<file path="src/rtl/pic_init_pkg.sv">
`timescale 1ns/1ps
package pic_init_pkg;
  typedef enum logic [2:0] {
    ST_IDLE = 3'd0,
    ST_VEC  = 3'd1,
    ST_CASC = 3'd2,
    ST_MODE = 3'd3,
    ST_RUN  = 3'd4
  } seq_state_t;

  // bit positions inside the start word
  localparam int START_KEY_BIT = 4;
  localparam int SINGLE_BIT    = 1;
  localparam int NEED4_BIT     = 0;
endpackage

</file>
<file path="src/rtl/pic_wr_edge.sv">
`timescale 1ns/1ps
module pic_wr_edge (
  input  logic clk,
  input  logic rst_n,
  input  logic cs,
  input  logic wr_n,
  output logic wr_event
);
  logic wr_n_q;

  always_ff @(posedge clk or negedge rst_n) begin
    if (!rst_n) wr_n_q <= 1'b1;
    else        wr_n_q <= wr_n;
  end

  // one event per high-to-low strobe transition with chip select active
  assign wr_event = cs & wr_n_q & ~wr_n;
endmodule

</file>
<file path="src/rtl/pic_init_fsm.sv">
`timescale 1ns/1ps
module pic_init_fsm
  import pic_init_pkg::*;
#(
  parameter int DATA_W = 8
) (
  input  logic              clk,
  input  logic              rst_n,
  input  logic              wr_event,
  input  logic              addr_sel,
  input  logic [DATA_W-1:0] data_in,
  input  logic              single_q,
  input  logic              need4_q,
  output logic              ld_start,
  output logic              ld_vec,
  output logic              ld_casc,
  output logic              ld_mode,
  output logic              ready
);
  seq_state_t st, st_nxt;
  logic       follow_wr;

  assign follow_wr = wr_event & addr_sel;

  always_comb begin
    ld_start = wr_event & ~addr_sel & data_in[START_KEY_BIT];
    ld_vec   = 1'b0;
    ld_casc  = 1'b0;
    ld_mode  = 1'b0;
    st_nxt   = st;
    if (ld_start) begin
      st_nxt = ST_VEC;
    end else if (follow_wr) begin
      unique case (st)
        ST_VEC: begin
          ld_vec = 1'b1;
          if (!single_q)    st_nxt = ST_CASC;
          else if (need4_q) st_nxt = ST_MODE;
          else              st_nxt = ST_RUN;
        end
        ST_CASC: begin
          ld_casc = 1'b1;
          st_nxt  = need4_q ? ST_MODE : ST_RUN;
        end
        ST_MODE: begin
          ld_mode = 1'b1;
          st_nxt  = ST_RUN;
        end
        default: st_nxt = st;
      endcase
    end
  end

  always_ff @(posedge clk or negedge rst_n) begin
    if (!rst_n) st <= ST_IDLE;
    else        st <= st_nxt;
  end

  assign ready = (st == ST_RUN);
endmodule

</file>
<file path="src/rtl/pic_cfg_regs.sv">
`timescale 1ns/1ps
module pic_cfg_regs
  import pic_init_pkg::*;
#(
  parameter int DATA_W = 8,
  parameter int LINES  = 8,
  parameter int ID_W   = 3
) (
  input  logic              clk,
  input  logic              rst_n,
  input  logic              ld_start,
  input  logic              ld_vec,
  input  logic              ld_casc,
  input  logic              ld_mode,
  input  logic [DATA_W-1:0] data_in,
  input  logic              role_master,
  output logic              single_q,
  output logic              need4_q,
  output logic [DATA_W-1:0] vec_q,
  output logic [LINES-1:0]  mask_q,
  output logic [ID_W-1:0]   id_q,
  output logic              master_q,
  output logic [DATA_W-1:0] mode_q
);
  always_ff @(posedge clk or negedge rst_n) begin
    if (!rst_n) begin
      single_q <= 1'b0;
      need4_q  <= 1'b0;
    end else if (ld_start) begin
      single_q <= data_in[SINGLE_BIT];
      need4_q  <= data_in[NEED4_BIT];
    end
  end

  always_ff @(posedge clk or negedge rst_n) begin
    if (!rst_n)      vec_q <= '0;
    else if (ld_vec) vec_q <= data_in;
  end

  always_ff @(posedge clk or negedge rst_n) begin
    if (!rst_n)       mode_q <= '0;
    else if (ld_mode) mode_q <= data_in;
  end

  always_ff @(posedge clk or negedge rst_n) begin
    if (!rst_n) begin
      master_q <= 1'b0;
      id_q     <= '0;
    end else if (ld_casc) begin
      master_q <= role_master;
      id_q     <= role_master ? '0 : data_in[ID_W-1:0];
    end
  end

  for (genvar i = 0; i < LINES; i++) begin : g_line
    always_ff @(posedge clk or negedge rst_n) begin
      if (!rst_n)       mask_q[i] <= 1'b0;
      else if (ld_casc) mask_q[i] <= role_master & data_in[i];
    end
  end
endmodule

</file>
<file path="src/rtl/pic_init_seq.sv">
`timescale 1ns/1ps
module pic_init_seq #(
  parameter int DATA_W = 8,
  parameter int LINES  = 8,
  parameter int ID_W   = 3
) (
  input  logic              clk,
  input  logic              rst_n,
  input  logic              cs,
  input  logic              addr_sel,
  input  logic              wr_n,
  input  logic [DATA_W-1:0] data_in,
  input  logic              role_master,
  output logic              single_mode,
  output logic              need_word4,
  output logic [DATA_W-1:0] vector_base,
  output logic [LINES-1:0]  cascade_mask,
  output logic [ID_W-1:0]   slave_id,
  output logic              is_master,
  output logic [DATA_W-1:0] mode_word,
  output logic              ready
);
  logic wr_event, ld_start, ld_vec, ld_casc, ld_mode;

  pic_wr_edge u_edge (
    .clk(clk), .rst_n(rst_n), .cs(cs), .wr_n(wr_n), .wr_event(wr_event)
  );

  pic_init_fsm #(.DATA_W(DATA_W)) u_fsm (
    .clk(clk), .rst_n(rst_n), .wr_event(wr_event), .addr_sel(addr_sel),
    .data_in(data_in), .single_q(single_mode), .need4_q(need_word4),
    .ld_start(ld_start), .ld_vec(ld_vec), .ld_casc(ld_casc),
    .ld_mode(ld_mode), .ready(ready)
  );

  pic_cfg_regs #(.DATA_W(DATA_W), .LINES(LINES), .ID_W(ID_W)) u_regs (
    .clk(clk), .rst_n(rst_n), .ld_start(ld_start), .ld_vec(ld_vec),
    .ld_casc(ld_casc), .ld_mode(ld_mode), .data_in(data_in),
    .role_master(role_master), .single_q(single_mode), .need4_q(need_word4),
    .vec_q(vector_base), .mask_q(cascade_mask), .id_q(slave_id),
    .master_q(is_master), .mode_q(mode_word)
  );
endmodule

</file>
<file path="config.mk">
export PLATFORM = sky130hd
export DESIGN_NAME = pic_init_seq
export DESIGN_NICKNAME = d
export VERILOG_FILES = /design/src/rtl/pic_init_pkg.sv /design/src/rtl/pic_wr_edge.sv /design/src/rtl/pic_init_fsm.sv /design/src/rtl/pic_cfg_regs.sv /design/src/rtl/pic_init_seq.sv
export SDC_FILE = /design/constraint.sdc
export NUM_CORES = 1
export LEC_CHECK = 0
export CAP_MARGIN = 10
export CORE_UTILIZATION = 55
export DETAILED_ROUTE_END_ITERATION = 16
export DONT_BUFFER_PORTS = 1
export PLACE_DENSITY = 0.74
export SETUP_SLACK_MARGIN = 0.15
export SLEW_MARGIN = 10
export SYNTH_ARGS = -nofsm -noshare
export SYNTH_HDL_FRONTEND = slang
export SYNTH_SLANG_ARGS = --single-unit
</file>
<file path="constraint.sdc">
create_clock -name clk -period 1.5 [get_ports clk]
set_input_delay 0.15 -clock clk [delete_from_list [all_inputs] [get_ports clk]]
set_output_delay 0.15 -clock clk [all_outputs]
set_load 0.01 [all_outputs]
</file>
==> Yosys cells after proc, flatten, opt, wreduce, memory -nomap -nowiden <==
Cells that the tools add are included.
{ "classes": {"eq_ne": 4, "reduce_logical": 3, "n_lt_le_gt_ge": 0, "mux": 15, "addsub": 0, "bitwise_logic": 15, "n_shift": 0, "n_div": 0, "mul": 0} }
{ "op_table": {"columns": ["cell", "count"], "rows": [
  ["two-way mux 3 bit", 5],
  ["AND 1 bit", 13],
  ["two-way mux 1 bit", 9],
  ["case mux 3 bit (3 select lines)", 1],
  ["== test 3 x 2 -> 1 bit, second input constant", 2],
  ["nonzero test 4 bit", 1],
  ["== test 3 x 1 -> 1 bit, second input constant", 1],
  ["== test 3 bit, second input constant", 1],
  ["NOT 1 bit", 2],
  ["AND reduction 2 bit", 1],
  ["nonzero test 2 bit", 1]
]} }
{ "word_totals": {"romBits": 0, "word_cells": 53, "ram_bits": 0, "reg_bits": 34, "latchBits": 0, "mem_count": 0, "out_inout_bits": 31, "in_bits": 14} }

==> Logic depth before layout (Yosys ltp) <==
{ "logic_depth": {"ltp_word": 6, "ltp_mapped": 5, "ltp_nobuf": 3} }

==> By module <==
From an unflattened synthesis, not the netlist that was laid out.
{ "unflattened": {"cells_unflattened": 117, "area_unflattened_um2": 1481.4} }
{ "modules_own_cells": {"columns": ["mod", "seq_area_each_um2", "cells_per_inst", "area_each_um2", "n_inst"], "rows": [
  ["pic_cfg_regs", 750.7, 87, 1229.9, 1],
  ["pic_init_fsm", 75.1, 28, 216.5, 1],
  ["pic_wr_edge", 26.3, 2, 35.0, 1]
]} }

==> Least setup slack after synthesis <==
No wires, ideal clock.
{ "synth_timing": {"path_kind": "flip-flop to flip-flop", "start": "reg u_edge.wr_n_q", "end": "reg u_regs.mode_q[0]", "path_stages_with_launch": 4, "arrival_time_ns": 1.354, "period_less_slack_ns": 1.479, "path_slack_ns": 0.021, "path_cell_list": "dfstp_2 > nand3b_4 > nor3_4 > mux2_2"} }
{ "synth_between": {"elab_chain_cells": 5} }
{ "synth_rtl": {"columns": ["item", "line_no", "rtl"], "rows": [
  ["start: declaration", "pic_wr_edge.sv:9", "logic wr_n_q;"],
  ["start signal: assignment", "pic_wr_edge.sv:13", "else wr_n_q <= wr_n;"],
  ["AND 1 bit * (2 in a row)", "pic_wr_edge.sv:17", "assign wr_event = cs & wr_n_q & ~wr_n;"],
  ["AND 1 bit (on tied branches)", "pic_init_fsm.sv:23, pic_init_fsm.sv:26", null],
  ["two-way mux 1 bit or AND 1 bit (tied branches)", "pic_init_fsm.sv:33, pic_init_fsm.sv:26", null],
  ["two-way mux 1 bit *", "pic_init_fsm.sv:31", "if (ld_start) begin"],
  ["end signal: assignment", "pic_cfg_regs.sv:42", "else if (ld_mode) mode_q <= data_in;"],
  ["end: declaration", "pic_cfg_regs.sv:23", "output logic [DATA_W-1:0] mode_q"]
]} }
Every way passes the cells marked *; elsewhere a longest branch is shown, timed or not.
A chain may end at the register's enable or synchronous reset.

==> Worst setup path in the final report <==
{ "layout_timing": {"start": "reg u_edge.wr_n_q", "end": "reg u_fsm.st[0]"} }
{ "layout_between": {"elab_chain_cells": 6} }
{ "layout_rtl": {"columns": ["item", "line_no", "rtl"], "rows": [
  ["AND 1 bit * (2 in a row)", "pic_wr_edge.sv:17", null],
  ["AND 1 bit (2 in a row)", "pic_init_fsm.sv:26", "ld_start = wr_event & ~addr_sel & data_in[START_KEY_BIT];"],
  ["nonzero test 4 bit (no line) or nonzero test 2 bit (tied branches)", null, null],
  ["AND reduction 2 bit (no line)", null, null],
  ["end signal: assignment", "pic_init_fsm.sv:56", "else st <= st_nxt;"],
  ["end: declaration", "pic_init_fsm.sv:20", "seq_state_t st, st_nxt;"]
]} }
Marks and branches as above.

==> parameters.txt <==
Parameter                              Value

Synth
  Post-synthesis xor/xnor area fraction ... 0%
  Number of flip-flops and latches in the synthesized netlist ... 34
  Cells taking the most area after synthesis ... dfrtp_1 57%, mux2_2 14%, o21ai_0 5.2%
  Distinct cell type count of the synthesized netlist ... 24
  Mapped Area ... 1460 sq um
  Post-synthesis share of cell area spent on and, or, nand and nor gates ... roughly 13%
  Mean Syn Cell Area ... approximately 12 sq um
  Synthesized instance count ... around 120
  Post-Synth Adder-Cell Area ... 0%
  Count of yosys warnings during synthesis ... 0
  Sequential area share after synthesis ... slightly below 60%
  Compound-gate portion of the synthesized area ... around an eighth
  Share of Yosys cell area claimed by the top area cell type ... 56.7%
  Dominant combinational cell family by area after synthesis ... multiplexers
  Synthesized net count ... about 130
  Cell taking the most area after synthesis ... dfrtp_1
  Multiplexer fraction of the synthesized cell area ... between 10% and 20%

Floorplanning
  Chip Width ... ~53 um
  IO Pins ... between 40 and 50
  Initial Util ... around 60%
  Die Y-Extent ... ~53 um
  Area of the core region ... approximately 2500 sq um
  Row count ... 18
  Die Area ... about 2900 sq um

Worst setup path
  Highest-delay cell along the critical path ... dfstp_2
  Max Fanout on Critical Path ... 12
  Worst Setup Start Kind ... flip-flop
  Peak per-stage delay on the critical path ... roughly 560 ps
  Required arrival time at the worst endpoint ... ~1800 ps
  Cell Chain, Critical Path ... nand3b_4, buf_4, buf_6, buf_8, o22ai_2, a221o_1
  Category of the critical setup timing path ... reg -> reg
  Reg-to-reg critical path startpoint ... u_edge.wr_n_q$_DFF_PN1_
  Beginning of the critical path ... u_edge.wr_n_q$_DFF_PN1_
  Signal arrival time at the worst endpoint ... approximately 1700 ps
  Kind of capture point of the worst setup path ... flip-flop

Worst hold path
  Min-delay worst type ... in -> reg
  Startpoint of the most critical hold path ... addr_sel

Power
  Overall Power ... 0.00332 W
  Pwr Density ... ~1700 nW/um^2
  Worst supply voltage drop on vdd ... around 0.0014 V
  P_leak ... between 0.8 and 0.9 nW

Final layout
  Number of antenna cells inserted ... 0
  Most common cell after layout, fill and taps aside ... dfrtp_1
  Proportion of layout cells with a drive suffix above 1 ... between 40% and 50%
  Most used cells in the layout excluding fill and tap cells ... 31 x dfrtp_1, 18 x mux2_4, 12 x nand2_1
  Number of nets at the end of the flow ... 160
  Count of non-filler cells in the finished layout ... 176
  Area Growth Syn to Fin ... 36.4%

Timing
  Min Tclk post-route ... about 1500 ps
  Post-route fraction of the period consumed by the critical path ... between 90% and 100%
  Count of final hold-check violations ... 0
  Worst max-slew margin expressed relative to the limit ... roughly 76%
  Pin slew with the least headroom to its limit ... between 300 and 400 ps
  Highest Clock Rate ... 673 MHz
  Clk_skew ... about 15 ps
  Total negative slack for setup checks ... 0 ps
  Setup repair after global routing missed its margin ... true
  Setup-violating endpoint count in the final report ... 0
  Max-slew violation total from the final report ... 0

Route
  Initial detailed-routing violation count ... 18
  DRC violations left ... 0
  Vias per cell ... a little over 6
  Antenna-violating nets left ... 0
  Routed wire per std cell ... approximately 19 um
  Routed WL ... 3410 um
  Drt first pass iters ... 4
  Routed via count ... 1076

Global route
  Initial antenna violation count ... 0
  Remaining Overflow, GRT ... 0
  Overall routing resource usage ... 27.3%
  Via count of the first global-routing pass ... between 1000 and 1500
  Pin count of the biggest net entering global routing ... 35
  First-pass GRT wire length ... 5150 um

Placement
  DP HPWL ... approximately 2200 um
  Number of placed cells counting well taps ... about 150
  Buffers on Ports ... 0
  Routability-driven placement congestion ratio ... approximately 0.71

Clock tree
  TritonCTS clock tree ... yes
  Worst-case clock buffer depth ... 2
  H-tree lvl count ... 2
  CTS root buffer ... clkbuf_4
  Latest clock arrival within the worst-skew pair ... roughly 330 ps
  Number of clock sinks seen by CTS ... 34
  Total CTS buffers ... 5
  Clock-pin transition on the worst setup and hold timing paths ... roughly 90 ps

Status
  Outcome ... completed

Flow run
  Maxcap violations ... 0
-- Yosys cell counts --
cell type,number
clkbuf_1,3
nand2_1,12
nor3b_1,1
a32o_1,2
nor2b_1,3
o21bai_1,1
o21ai_1,10
buf_2,2
mux2_1,1
nand2b_1,5
dfrtp_1,33
dfstp_2,1
a221o_1,1
o21ai_0,15
a21oi_1,1
and2_1,1
nand3b_4,1
nor3_4,2
mux2_2,18
o22ai_1,1
nand2b_2,1
and3b_1,1
or2_1,1
nand4bb_1,1
-- layout make-up --
| cell class | count | area, sq um |
|---|---|---|
| Sequential cell | 34 | 855 |
| Fill cell | 143 | 512 |
| Multi-Input combinational cell | 79 | 746 |
| Clock buffer | 6 | 51.3 |
| Tap cell | 30 | 37.5 |
| Clock inverter | 1 | 30.0 |
| Timing Repair Buffer | 26 | 269 |
-- flip-flops by register name, summed over array words and instances, names as in the netlist --
register,flops
u_regs.vec_q,8
u_regs.single_q,1
u_edge.wr_n_q,1
u_regs.need4_q,1
u_regs.id_q,3
u_fsm.st,3
u_regs.mask_q,8
u_regs.mode_q,8
u_regs.master_q,1
-- report_power, final --
group | total (W) | internal [W] | switching (W)
sequential | 0.00170 | 0.00125 | 0.000450
combinational | 0.000946 | 0.000585 | 0.000361
clock | 0.000678 | 0.000388 | 0.000290
-- timing repair --
item                       4_1_cts  5_1_grt
setup endpoints to repair       21       31
pin swaps                        4        3
buffers inserted                 2        2
hold endpoints to repair        65        0
hold buffers                    12        0
cloned                           0        0
resized for setup               20       36
-- kinds of logic (layout without fill, tap and decap cells) --
logic type / after synthesis / after routing
multiplexers: 19 / 19
buffers and inverters: 5 / 33
AND/OR/NAND/NOR: 29 / 29
flip-flops: 34 / 34
AO/OA/AOI/OAI: 31 / 31
-- worst max-delay path: cells and delay by family (launching register included) --
family | cells | cell delay, ps
and+or+nand+nor | 1 | 120
AOI/OAI and AO/OA | 2 | 330
buffers and inverters | 3 | 410
DFF | 1 | 560
-- path summary, 6_finish.rpt --
check                                                    end  slack (ps)  cells after the start
worst min-delay path                 u_fsm.st[2]$_DFFE_PN0P_         130                      3
min in group asynchronous       u_regs.mask_q[0]$_DFFE_PN0P_         250                      2
worst min register to register  u_regs.mask_q[1]$_DFFE_PN0P_         570                      2
worst max register to register       u_fsm.st[0]$_DFFE_PN0P_          10                      6
worst max-delay path                 u_fsm.st[0]$_DFFE_PN0P_          10                      6
max in group asynchronous            u_edge.wr_n_q$_DFF_PN1_         990                      2
-- through the flow --
| stage | instance area (sq um) | worst slack (ps) | hold slack (ps) | util (%) |
|---|---|---|---|---|
| 2_1_floorplan | 1480 | 22.9 | -146 | - |
| 3_3_place_gp | 1570 | 53.7 | -145 | 62.8 |
| 3_5_place_dp | 1570 | 17.1 | -145 | 62.8 |
| 4_1_cts | 1870 | 35.0 | 99.7 | 74.7 |
| 5_1_grt | 1990 | -39.5 | 139 | 79.5 |
| 6_report | 1990 | 14.7 | 129 | 79.5 |
-- routing by layer --
layer  wire length (um)  up-vias  share of wire, %  GRT usage, %
met2               1720       39                50          42.7
met5                  0        -                 0             0
met1               1440      557                42          33.0
met3                213        4               6.2          8.62
li1                   -      476                 -             -
met4                 44        0               1.3          14.9
Note: power is estimated with default switching activity, not from simulation.
